[src/rtl/keyed_gate_pkg.sv]
package keyed_gate_pkg;
  typedef enum logic [1:0] {
    GATE_IDLE   = 2'd0,
    GATE_ARMED  = 2'd1,
    GATE_LOADED = 2'd2
  } gateState_t;

  typedef struct packed {
    logic loadShadow;
    logic commitLive;
    logic flagError;
  } gateStrobe_t;
endpackage

[src/rtl/keyed_gate_ctrl.sv]
module keyed_gate_ctrl
  import keyed_gate_pkg::*;
#(
  parameter int ADDR_W = 8,
  parameter int DATA_W = 32,
  parameter logic [ADDR_W-1:0] PRE_ADDR  = 8'h10,
  parameter logic [ADDR_W-1:0] REG_ADDR  = 8'h14,
  parameter logic [ADDR_W-1:0] POST_ADDR = 8'h18,
  parameter logic [DATA_W-1:0] PRE_KEY   = 32'h0000_00AA,
  parameter logic [DATA_W-1:0] POST_KEY  = 32'h0000_0055
) (
  input  logic              clk,
  input  logic              rstN,
  input  logic [ADDR_W-1:0] busAddr,
  input  logic [DATA_W-1:0] busWdata,
  input  logic              busWe,
  output gateStrobe_t       strobe
);
  gateState_t stateQ, stateD;
  logic hitPre, hitReg, hitPost, hitAny;
  logic preGood, postGood;

  assign hitPre   = busWe && (busAddr == PRE_ADDR);
  assign hitReg   = busWe && (busAddr == REG_ADDR);
  assign hitPost  = busWe && (busAddr == POST_ADDR);
  assign hitAny   = hitPre || hitReg || hitPost;
  assign preGood  = busWdata == PRE_KEY;
  assign postGood = busWdata == POST_KEY;

  always_comb begin
    stateD = stateQ;
    strobe = '0;
    if (hitAny) begin
      unique case (stateQ)
        GATE_IDLE: begin
          if (hitPre && preGood) stateD = GATE_ARMED;
          else                   strobe.flagError = 1'b1;
        end
        GATE_ARMED: begin
          if (hitReg) begin
            stateD            = GATE_LOADED;
            strobe.loadShadow = 1'b1;
          end else begin
            strobe.flagError = 1'b1;
          end
        end
        GATE_LOADED: begin
          if (hitPost && postGood) strobe.commitLive = 1'b1;
          else                     strobe.flagError  = 1'b1;
        end
        default: strobe.flagError = 1'b1;
      endcase
      if (strobe.flagError || strobe.commitLive) stateD = GATE_IDLE;
    end
  end

  always_ff @(posedge clk or negedge rstN) begin
    if (!rstN) stateQ <= GATE_IDLE;
    else       stateQ <= stateD;
  end
endmodule

[src/rtl/keyed_gate_data.sv]
module keyed_gate_data
  import keyed_gate_pkg::*;
#(
  parameter int ADDR_W = 8,
  parameter int DATA_W = 32,
  parameter int REG_W  = 8,
  parameter logic [ADDR_W-1:0] REG_ADDR = 8'h14
) (
  input  logic              clk,
  input  logic              rstN,
  input  gateStrobe_t       strobe,
  input  logic [ADDR_W-1:0] busAddr,
  input  logic [DATA_W-1:0] busWdata,
  input  logic              busRe,
  output logic [DATA_W-1:0] busRdata,
  output logic [REG_W-1:0]  regValue,
  output logic              seqError
);
  localparam int PAD_W = DATA_W - REG_W;

  logic [REG_W-1:0]  shadowQ;
  logic [REG_W-1:0]  liveQ;
  logic              errQ;
  logic [DATA_W-1:0] liveWide;

  always_ff @(posedge clk or negedge rstN) begin
    if (!rstN) begin
      shadowQ <= '0;
      liveQ   <= '0;
      errQ    <= 1'b0;
    end else begin
      errQ <= strobe.flagError;
      if (strobe.flagError) begin
        shadowQ <= '0;
      end else if (strobe.loadShadow) begin
        shadowQ <= busWdata[REG_W-1:0];
      end else if (strobe.commitLive) begin
        liveQ   <= shadowQ;
        shadowQ <= '0;
      end
    end
  end

  generate
    if (PAD_W > 0) begin : g_pad
      assign liveWide = {{PAD_W{1'b0}}, liveQ};
    end else begin : g_nopad
      assign liveWide = liveQ[DATA_W-1:0];
    end
  endgenerate

  assign busRdata = (busRe && (busAddr == REG_ADDR)) ? liveWide : '0;
  assign regValue = liveQ;
  assign seqError = errQ;
endmodule

[src/rtl/keyed_reg_gate.sv]
module keyed_reg_gate
  import keyed_gate_pkg::*;
#(
  parameter int ADDR_W = 8,
  parameter int DATA_W = 32,
  parameter int REG_W  = 8,
  parameter logic [ADDR_W-1:0] PRE_ADDR  = 8'h10,
  parameter logic [ADDR_W-1:0] REG_ADDR  = 8'h14,
  parameter logic [ADDR_W-1:0] POST_ADDR = 8'h18,
  parameter logic [DATA_W-1:0] PRE_KEY   = 32'h0000_00AA,
  parameter logic [DATA_W-1:0] POST_KEY  = 32'h0000_0055
) (
  input  logic              clk,
  input  logic              rstN,
  input  logic [ADDR_W-1:0] busAddr,
  input  logic [DATA_W-1:0] busWdata,
  input  logic              busWe,
  input  logic              busRe,
  output logic [DATA_W-1:0] busRdata,
  output logic [REG_W-1:0]  regValue,
  output logic              seqError
);
  gateStrobe_t strobe;

  keyed_gate_ctrl #(
    .ADDR_W(ADDR_W), .DATA_W(DATA_W),
    .PRE_ADDR(PRE_ADDR), .REG_ADDR(REG_ADDR), .POST_ADDR(POST_ADDR),
    .PRE_KEY(PRE_KEY), .POST_KEY(POST_KEY)
  ) u_ctrl (
    .clk(clk), .rstN(rstN), .busAddr(busAddr), .busWdata(busWdata),
    .busWe(busWe), .strobe(strobe)
  );

  keyed_gate_data #(
    .ADDR_W(ADDR_W), .DATA_W(DATA_W), .REG_W(REG_W), .REG_ADDR(REG_ADDR)
  ) u_data (
    .clk(clk), .rstN(rstN), .strobe(strobe), .busAddr(busAddr),
    .busWdata(busWdata), .busRe(busRe), .busRdata(busRdata),
    .regValue(regValue), .seqError(seqError)
  );
endmodule

[config.mk]
export PLATFORM = sky130hd
export DESIGN_NAME = keyed_reg_gate
export DESIGN_NICKNAME = d
export VERILOG_FILES = /design/src/rtl/keyed_gate_pkg.sv /design/src/rtl/keyed_gate_ctrl.sv /design/src/rtl/keyed_gate_data.sv /design/src/rtl/keyed_reg_gate.sv
export SDC_FILE = /design/constraint.sdc
export NUM_CORES = 1
export LEC_CHECK = 0
export ABC_CLOCK_PERIOD_IN_PS = 1550
export BUFFER_PORTS_ARGS = -buffer_cell sky130_fd_sc_hd__buf_2
export CAP_MARGIN = 30
export CORE_MARGIN = 1.5
export CORE_UTILIZATION = 35
export CTS_BUF_LIST = sky130_fd_sc_hd__clkbuf_8
export CTS_CLUSTER_DIAMETER = 150
export DETAILED_ROUTE_END_ITERATION = 8
export MAX_ROUTING_LAYER = met4
export PLACE_DENSITY = 0.71
export SYNTH_ARGS = -nofsm -noshare
export SYNTH_HDL_FRONTEND = slang
export SYNTH_SLANG_ARGS = --single-unit
[constraint.sdc]
create_clock -name clk -period 1.55 [get_ports clk]
set_input_delay 0.2325 -clock clk [delete_from_list [all_inputs] [get_ports clk]]
set_output_delay 0.2325 -clock clk [all_outputs]
set_load 0.03 [all_outputs]
==> results of run 1 <==
synth_stat cells (all sizes together) (2+ instances only):
| library cell | count | area share, % |
|---|---|---|
| clkbuf | 2 | 0.61 |
| mux2 | 9 | 8.2 |
| a22oi | 8 | 4.9 |
| buf | 25 | 15 |
| nand3 | 3 | 1.2 |
| o21ai | 8 | 3.3 |
| nand4 | 3 | 1.5 |
| and2 | 8 | 4.1 |
| inv | 8 | 2.4 |
| nand2 | 2 | 0.61 |
| nor2 | 4 | 1.2 |
| dfrtp | 19 | 39 |
| nor4bb | 3 | 2.4 |
| nor4 | 7 | 4.8 |
power groups by stage:
stage	sequential (mW)	combinational (mW)	clock (mW)
2_1_floorplan	0.506	0.140	0
3_3_place_gp	0.505	0.193	0
3_5_place_dp	0.505	0.195	0
4_1_cts	0.496	0.203	0.350
5_1_grt	0.495	0.233	0.378
6_report	0.496	0.218	0.343
path summary, 6_finish.rpt:
path / startpoint / to / depth (start not counted)
min in group asynchronous: rstN / u_data.shadowQ[0] / 2
worst min-delay path: busWdata[5] / u_data.shadowQ[5] / 3
worst max register to register: u_ctrl.stateQ[0] / u_data.regValue[3] / 4
max in group asynchronous: rstN / u_ctrl.stateQ[1] / 2
worst min register to register: u_data.regValue[1] / u_data.regValue[1] / 1
worst max-delay path: busAddr[6] / busRdata[2] / 6
routing by layer:
metal / up-vias / track usage, % / part of all wire (%)
met3: 2 / 2.899 / 4.2
met4: 0 / 5.833 / 1.2
met5: - / - / 0
met2: 46 / 33.56 / 56
met1: 592 / 19.89 / 39
li1: 569 / - / -
cell type report:
type	instances	area share, %
inverters	8	1.535
multi-input cells	93	39.00
well taps	46	2.941
clock buffers	3	2.110
flip-flops and latches	19	24.30
repair buffers	87	29.86
clock inverters	1	0.2558
worst min-delay path, stage by stage:
cell and delay (ps):
buf_2 100, a22oi_1 80, o21ai_2 60
repair_timing:
item | 4_1_cts | 5_1_grt
endpoints found under the hold margin | 19 | 0
hold buffers | 1 | 0
resized for setup | 38 | 16
buffers inserted | 3 | 1
pin swaps | 14 | 5
setup endpoints to repair | 24 | 25
logic make-up after synthesis:
| group | share of synthesized area, % |
|---|---|
| simple gates | 24.70 |
| buf+inv | 18.09 |
| compound gates | 10.06 |
| flops | 38.62 |
| mux | 8.232 |
| other cells | 0.3046 |
sequential cells by signal, indices dropped and copies added, names as in the netlist:
register	cells
u_data.seqError	1
u_data.shadowQ	8
u_data.regValue	8
u_ctrl.stateQ	2
metrics by stage:
| step | setup slack [ps] | utilization [%] | cells | hold WS, ps | instance area, um^2 |
|---|---|---|---|---|---|
| global route | -158.5 | 58.18 | 257 | 257.1 | 1957 |
| global placement | -264.8 | 49.59 | 249 | 189.7 | 1668 |
| finish | -66.39 | 58.18 | 257 | 249.9 | 1957 |
| floorplan | -160.3 | - | 147 | -63.09 | 1336 |
| detailed placement | -306.8 | 49.59 | 249 | 192.0 | 1668 |
| CTS | -51.44 | 55.84 | 257 | 241.0 | 1878 |
==> impl_metrics.json, run 1 <==
{
  "run_status": "complete, but fails checks",
  "violations": "negative setup slack",
  "fin_crit_sh_pct": 104.3,
  "initial_core_util_pct": 36.61,
  "finClkSkew_ps": 3.159,
  "setup_ws_ps": -66.39,
  "path_max_fanout": 8,
  "post_drt_wl_per_cell_um": 13.11,
  "fin_crit_ps": 1616,
  "ios": 85,
  "vias": 1209,
  "multiInputGateArea_um2": 763.2,
  "cts_root_buf": "clkbuf_8",
  "synth_area_um2": 1231,
  "cp_slowest_cell": "and4bb_4",
  "cts_made_buffers": 3,
  "hold_class": "input port to flop",
  "hpwl_um": 2380,
  "setup_tns_ps": -901.2,
  "drtPass1Iterations": 4,
  "clockBufferDepth": 2,
  "swShare_pct": 28.44,
  "cts.sinks": 19,
  "nNetsFinal": 256,
  "critical-path-max-stage-delay_ps": 380,
  "path_cells": "buf_6, nor4b_4, nand2_1, and4bb_4, and2_4, buf_6",
  "cts_tree": "yes",
  "ys.flop_type": "dfrtp_1",
  "overflow": 0,
  "yosysUniqueCellTypes": 31,
  "layout_common_cells": "buf_2, buf_4, conb_1, dfrtp_1, buf_6",
  "numPortBuffers": 60,
  "critPathTopFamily": "simple AND/OR/NAND/NOR gates",
  "p_leak_nw": 0.9915,
  "drt.antenna.violating_nets": 0,
  "share_comb_of_total_power_pct": 20.6,
  "cp_common_cell": "buf_6",
  "nFillCells": 298,
  "die_h_um": 62.31,
  "r2r_slack_ps": -60,
  "p_int_uw": 755.6,
  "synth_area_per_cell_um2": 9.929,
  "maxCapViolations": 0,
  "slew_violations": 0,
  "crit_arrival_ps": 1380,
  "seqPwrFrac_pct": 46.9,
  "core_area_um2": 3363,
  "layout_commonest_cell": "buf_2",
  "yosys_warnings": 0,
  "clkPwrFrac_pct": 32.5,
  "grt_pass1_wl_um": 5485,
  "drc": 0,
  "drtIter0Drc": 49,
  "setup_viol": 16,
  "diodes": 0,
  "die_w_um": 62.31,
  "antenna_found_initial": 0,
  "clkTransAtPathRegs_ps": 70,
  "fmax_mhz": 618.7,
  "h-tree-depth": 1,
  "grt_pass1_vias": 1233,
  "synthArstFlopShare_pct": 100.0,
  "path_buf_inv": 2,
  "hold_viol_final": 0,
  "power_mw": 1.056,
  "endpoint_kind": "output pin",
  "vdd_drop_max_uv": 372.5,
  "cp.required_ps": 1320,
  "die_area_um2": 3883,
  "synth_edf_count": 0,
  "synth_seq_cells": 19,
  "crit_type": "input port to output pin",
  "grt_usage_pct": 18.15,
  "seq_area_um2": 475.5,
  "vias_per_cell": 4.704,
  "ys_seq_area_share_pct": 38.62,
  "insertion_delay_ps": 250,
  "drt_wl_total_um": 3369,
  "cp-start-kind": "input port",
  "synthCells": 124,
  "areaGrowthSynthToFinish_pct": 58.94,
  "layout-drive-gt1-share_pct": 59.24,
  "gp_congestion": 0.8646,
  "rsz0062_at_grt": "true",
  "p_sw_uw": 300.3,
  "grt_max_degree": 20,
  "num_rows": 21,
  "p_per_area_nw_per_um2": 539.5
}
Note: power is estimated with default switching activity, not from simulation.
==> inputs of run 2 (changes only) <==
--- a/config.mk
+++ b/config.mk
@@ -8,13 +8,15 @@
 export ABC_CLOCK_PERIOD_IN_PS = 1550
 export BUFFER_PORTS_ARGS = -buffer_cell sky130_fd_sc_hd__buf_2
 export CAP_MARGIN = 30
+export CELL_PAD_IN_SITES_DETAIL_PLACEMENT = 0
+export CELL_PAD_IN_SITES_GLOBAL_PLACEMENT = 1
 export CORE_MARGIN = 1.5
-export CORE_UTILIZATION = 35
+export CORE_UTILIZATION = 27
 export CTS_BUF_LIST = sky130_fd_sc_hd__clkbuf_8
 export CTS_CLUSTER_DIAMETER = 150
 export DETAILED_ROUTE_END_ITERATION = 8
 export MAX_ROUTING_LAYER = met4
-export PLACE_DENSITY = 0.71
+export PLACE_DENSITY = 0.77
 export SYNTH_ARGS = -nofsm -noshare
 export SYNTH_HDL_FRONTEND = slang
 export SYNTH_SLANG_ARGS = --single-unit
==> run 2 against run 1 <==
Effect of this change:
- the flow still finishes with violations (negative setup slack)
- clock power hardly changed
- global-route usage fell by 5.0 points
- combinational power fell by 3%
- non-clock buffer count fell by 4
- final cell count rose by 0.78%
- core utilization decreased by 14 points
- routed wire length shrank 8.0%
- clock-buffer cell count stayed put
- largest power group unchanged
==> impl_metrics.json, run 2 (synthesis results as in run 1) <==
{
  "power_mw": 1.053,
  "clkTransAtPathRegs_ps": 70,
  "vias_per_cell": 4.483,
  "p_leak_nw": 0.9807,
  "core_area_um2": 4384,
  "h-tree-depth": 1,
  "nNetsFinal": 252,
  "grt_max_degree": 20,
  "gp_congestion": 0.8784,
  "die_w_um": 70.53,
  "num_rows": 24,
  "worstHoldStart": "busWdata[0]",
  "layout_commonest_cell": "buf_2",
  "path_max_fanout": 3,
  "p_per_area_nw_per_um2": 539.3,
  "clockBufferDepth": 2,
  "setup_viol": 24,
  "seq_area_um2": 475.5,
  "layout-drive-gt1-share_pct": 57.49,
  "grt_pass1_vias": 1130,
  "drtPass1Iterations": 4,
  "endpoint_kind": "flop",
  "crit_type": "flop to flop",
  "fin_crit_sh_pct": 104.0,
  "place_ws_ps": -337.2,
  "ios": 85,
  "multiInputGateArea_um2": 762.0,
  "diodes": 0,
  "maxCapViolations": 0,
  "vdd_drop_max_uv": 243.6,
  "hold_class": "input port to flop",
  "vias": 1161,
  "fmax_mhz": 620.6,
  "cp-start-kind": "flop",
  "die_h_um": 70.53,
  "antenna_found_initial": 0,
  "run_status": "complete, but fails checks",
  "cts_made_buffers": 3,
  "drc": 0,
  "cts_tree": "yes",
  "cts_root_buf": "clkbuf_8",
  "r2r-start": "u_ctrl.stateQ[0]",
  "overflow": 0,
  "die_area_um2": 4974,
  "grt_usage_pct": 13.14,
  "violations": "negative setup slack",
  "slew_violations": 0,
  "hpwl_um": 2388,
  "grt_pass1_wl_um": 5119,
  "crit_arrival_ps": 1760,
  "drt.antenna.violating_nets": 0,
  "hold_viol_final": 0,
  "rsz0062_at_grt": "true",
  "initial_core_util_pct": 28.08,
  "layout_common_cells": "buf_2, conb_1, buf_4, dfrtp_1, buf_6",
  "cp.required_ps": 1690,
  "nFillCells": 428,
  "areaGrowthSynthToFinish_pct": 58.64,
  "drt_wl_total_um": 3098,
  "insertion_delay_ps": 250,
  "numPortBuffers": 60,
  "crit_path_start": "u_ctrl.stateQ[0]",
  "fin_crit_ps": 1611,
  "drtIter0Drc": 76,
  "setup_ws_ps": -61.47,
  "post_drt_wl_per_cell_um": 11.96,
  "finClkSkew_ps": 2.896,
  "cts.sinks": 19
}
==> run 2: cell types whose count changed in the layout (fill, tap and decap cells not counted), sizes merged <==
| cell | change |
|---|---|
| buf | -4 |
==> run 2: path summary, 6_finish.rpt <==
check / depth (start not counted) / slack, ps / endpoint
setup / recovery: 5 / -60 / u_data.regValue[6]
hold / removal: 3 / 240 / u_data.shadowQ[0]
setup reg to reg: 5 / -60 / u_data.regValue[6]
hold reg to reg: 1 / 530 / u_data.regValue[3]
max in group asynchronous: 2 / 810 / u_data.shadowQ[3]
min in group asynchronous: 2 / 440 / u_data.regValue[0]
==> run 2: metrics by stage <==
stage | util (%) | cell area [um^2] | hold WS, ps | TNS (ps) | cells
2_1_floorplan | - | 1336 | -63.09 | -1774 | 147
3_3_place_gp | 37.53 | 1645 | 196.6 | -7089 | 251
3_5_place_dp | 37.53 | 1645 | 201.1 | -7048 | 251
4_1_cts | 43.78 | 1919 | 236.7 | -1102 | 259
5_1_grt | 44.55 | 1953 | 247.1 | -3367 | 259
6_report | 44.55 | 1953 | 238.1 | -1036 | 259
==> run 2: worst max-delay path, stage by stage, from the launching register on <==
cell and delay (ps):
dfrtp_1 400, nand4b_1 240, buf_4 190, nor4_4 170, buf_4 200, mux2_4 300
==> run 2: timing repair <==
action                     in CTS  in global routing
hold endpoints to repair       19                  0
setup endpoints to repair      23                 25
hold buffers                    1                  0
pin swaps                       9                  6
resized for setup              50                  6
buffers inserted                3                  0
==> run 2: where the power goes <==
part           leakage (nW)  internal (mW)  switching, mW  total (mW)
combinational         0.690         0.0772          0.134       0.212
sequential            0.266          0.495      0.0000299       0.496
clock                0.0255          0.179          0.168       0.346
==> run 2: layout make-up <==
type	count	share of cell area [%]
clock inverters	1	0.2562
well taps	52	3.331
multi-input cells	93	39.01
repair buffers	83	29.40
inverters	8	1.537
flip-flops and latches	19	24.34
clock buffers	3	2.114
==> run 2: per-layer routing <==
| layer | global-route usage (%) | wire [um] | vias up |
|---|---|---|---|
| li1 | - | - | 565 |
| met1 | 15.82 | 1255 | 549 |
| met2 | 23.38 | 1660 | 43 |
| met3 | 1.443 | 151 | 4 |
| met4 | 3.205 | 31 | 0 |
| met5 | - | 0 | - |
==> inputs of run 3 (changes only) <==
--- a/config.mk
+++ b/config.mk
@@ -5,18 +5,18 @@
 export SDC_FILE = /design/constraint.sdc
 export NUM_CORES = 1
 export LEC_CHECK = 0
-export ABC_CLOCK_PERIOD_IN_PS = 1550
+export ABC_CLOCK_PERIOD_IN_PS = 1500
 export BUFFER_PORTS_ARGS = -buffer_cell sky130_fd_sc_hd__buf_2
 export CAP_MARGIN = 30
 export CELL_PAD_IN_SITES_DETAIL_PLACEMENT = 0
 export CELL_PAD_IN_SITES_GLOBAL_PLACEMENT = 1
 export CORE_MARGIN = 1.5
-export CORE_UTILIZATION = 27
+export CORE_UTILIZATION = 30
 export CTS_BUF_LIST = sky130_fd_sc_hd__clkbuf_8
 export CTS_CLUSTER_DIAMETER = 150
 export DETAILED_ROUTE_END_ITERATION = 8
 export MAX_ROUTING_LAYER = met4
-export PLACE_DENSITY = 0.77
+export PLACE_DENSITY = 0.81
 export SYNTH_ARGS = -nofsm -noshare
 export SYNTH_HDL_FRONTEND = slang
 export SYNTH_SLANG_ARGS = --single-unit
==> constraint.sdc (replaced) <==
create_clock -name clk -period 1.5 [get_ports clk]
set_input_delay 0.225 -clock clk [delete_from_list [all_inputs] [get_ports clk]]
set_output_delay 0.225 -clock clk [all_outputs]
set_load 0.03 [all_outputs]
==> run 3 against run 2 <==
Effect of this change:
- the run still ends with negative setup slack left
- worst hold slack got worse by 24 ps
- core utilization grew 6.0 points
- clock power up 5%
- routed wire length increased by 4.6%
- critical path type unchanged
- largest power group unchanged
==> impl_metrics.json, run 3 (synthesis results as in run 1) <==
{
  "maxCapViolations": 0,
  "finClkSkew_ps": 3.321,
  "critPathTopFamily": "simple AND/OR/NAND/NOR gates",
  "path_max_fanout": 3,
  "run_status": "complete, but fails checks",
  "overflow": 0,
  "layout-drive-gt1-share_pct": 60.85,
  "endpoint_kind": "flop",
  "crit_arrival_ps": 1780,
  "diodes": 0,
  "critical-path-max-stage-delay_ps": 360,
  "die_area_um2": 4497,
  "crit_type": "flop to flop",
  "cp_slowest_cell": "dfrtp_1",
  "place_area_um2": 1673,
  "ios": 85,
  "setup_ws_ps": -133.2,
  "cts_root_buf": "clkbuf_8",
  "utilization_pct": 50.57,
  "cts_tree": "yes",
  "cts.sinks": 19,
  "clkTransAtPathRegs_ps": 70,
  "initial_core_util_pct": 31.00,
  "die_w_um": 67.06,
  "grt.met3_usage_pct": 3.209,
  "num_rows": 23,
  "drc": 0,
  "clockBufferDepth": 2,
  "p_per_area_nw_per_um2": 548.6,
  "met1_usage_pct": 20.60,
  "violations": "negative setup slack",
  "gp_congestion": 0.7900,
  "met2_usage_pct": 26.98,
  "cp-start-kind": "flop",
  "h-tree-depth": 1,
  "drtIter0Drc": 68,
  "vias_per_cell": 4.546,
  "grt_max_degree": 20,
  "path_buf_inv": 1,
  "drt_wl_total_um": 3240,
  "grt.busiest_layer": "met2",
  "antenna_found_initial": 0,
  "insertion_delay_ps": 260,
  "cts_made_buffers": 3,
  "vdd_drop_max_uv": 389.4,
  "fmax_mhz": 612.3,
  "setup_viol": 24,
  "power_mw": 1.102,
  "die_h_um": 67.06,
  "rsz0062_at_grt": "true",
  "setup_tns_ps": -1914,
  "slew_violations": 0,
  "layout_commonest_cell": "buf_2",
  "post_drt_wl_per_cell_um": 12.37,
  "fin_crit_ps": 1633,
  "cp.required_ps": 1650,
  "drt.antenna.violating_nets": 0,
  "hold_class": "input port to flop",
  "p_leak_nw": 1.006,
  "core_area_um2": 3971,
  "grt_usage_pct": 16.75,
  "path_cells": "and4b_1, nand3_2, nor4_4, buf_4, mux2_4",
  "areaGrowthSynthToFinish_pct": 63.11,
  "place_ws_ps": -349.8,
  "fin_crit_sh_pct": 108.9,
  "hold_viol_final": 0,
  "grt_pass1_wl_um": 5533,
  "finalInstanceArea_um2": 2008,
  "numPortBuffers": 60,
  "drtPass1Iterations": 4,
  "nNetsFinal": 257,
  "layout_common_cells": "buf_2, conb_1, buf_4, dfrtp_1, buf_6",
  "vias": 1191,
  "hpwl_um": 2404,
  "grt_pass1_vias": 1196
}
==> run 3: changes by cell type in the layout (fill, tap and decap cells not counted), sizes merged <==
| cell | previous run | this run |
|---|---|---|
| buf | 82 | 87 |
==> run 3: final cells by class <==
cell class / count / area (um^2)
clock buffers: 3 / 41.29
repair buffers: 88 / 605.6
multi-input cells: 93 / 788.3
well taps: 50 / 62.56
inverters: 8 / 30.03
flip-flops and latches: 19 / 475.5
clock inverters: 1 / 5.005
fillers: 364 / 1963
==> run 3: worst paths after layout <==
kind / start / endpoint / slack (ps) / cells after the start
worst max-delay path: u_ctrl.stateQ[1] / u_data.regValue[4] / -130 / 5
max in group asynchronous: rstN / u_data.regValue[1] / 750 / 2
worst min-delay path: busWdata[7] / u_data.shadowQ[7] / 210 / 3
worst max register to register: u_ctrl.stateQ[1] / u_data.regValue[4] / -130 / 5
worst min register to register: u_data.regValue[7] / u_data.regValue[7] / 540 / 1
min in group asynchronous: rstN / u_ctrl.stateQ[0] / 440 / 2
==> run 3: power by group <==
| part | internal (mW) | switching (mW) | total, mW |
|---|---|---|---|
| Sequential | 0.512 | 0.0000296 | 0.512 |
| Combinational | 0.0845 | 0.141 | 0.225 |
| Clock | 0.185 | 0.179 | 0.364 |
| Total | 0.782 | 0.320 | 1.10 |
==> run 3: routing by layer <==
metal | routed length (um) | part of all wire [%]
met2 | 1545 | 48
met5 | 0 | 0
met1 | 1433 | 44
met4 | 80 | 2.5
met3 | 180 | 5.6
==> run 3: stage by stage <==
stage               cells  hold WS, ps
floorplan             147       -70.59
global placement      253        187.2
detailed placement    253        193.5
CTS                   261        221.7
global route          262        226.9
finish                262        213.8
==> run 3: what timing repair did <==
item,4_1_cts,5_1_grt
endpoints found under the setup margin,24,26
pin swaps,11,13
hold buffers,1,0
resized for setup,55,8
setup buffers,3,2
hold endpoints to repair,19,0
==> run 3: worst reg2reg max path: stages, from the launching register on <==
cell,delay [ps]
dfrtp_1,360
and4b_1,250
nand3_2,110
nor4_4,300
buf_4,200
mux2_4,300
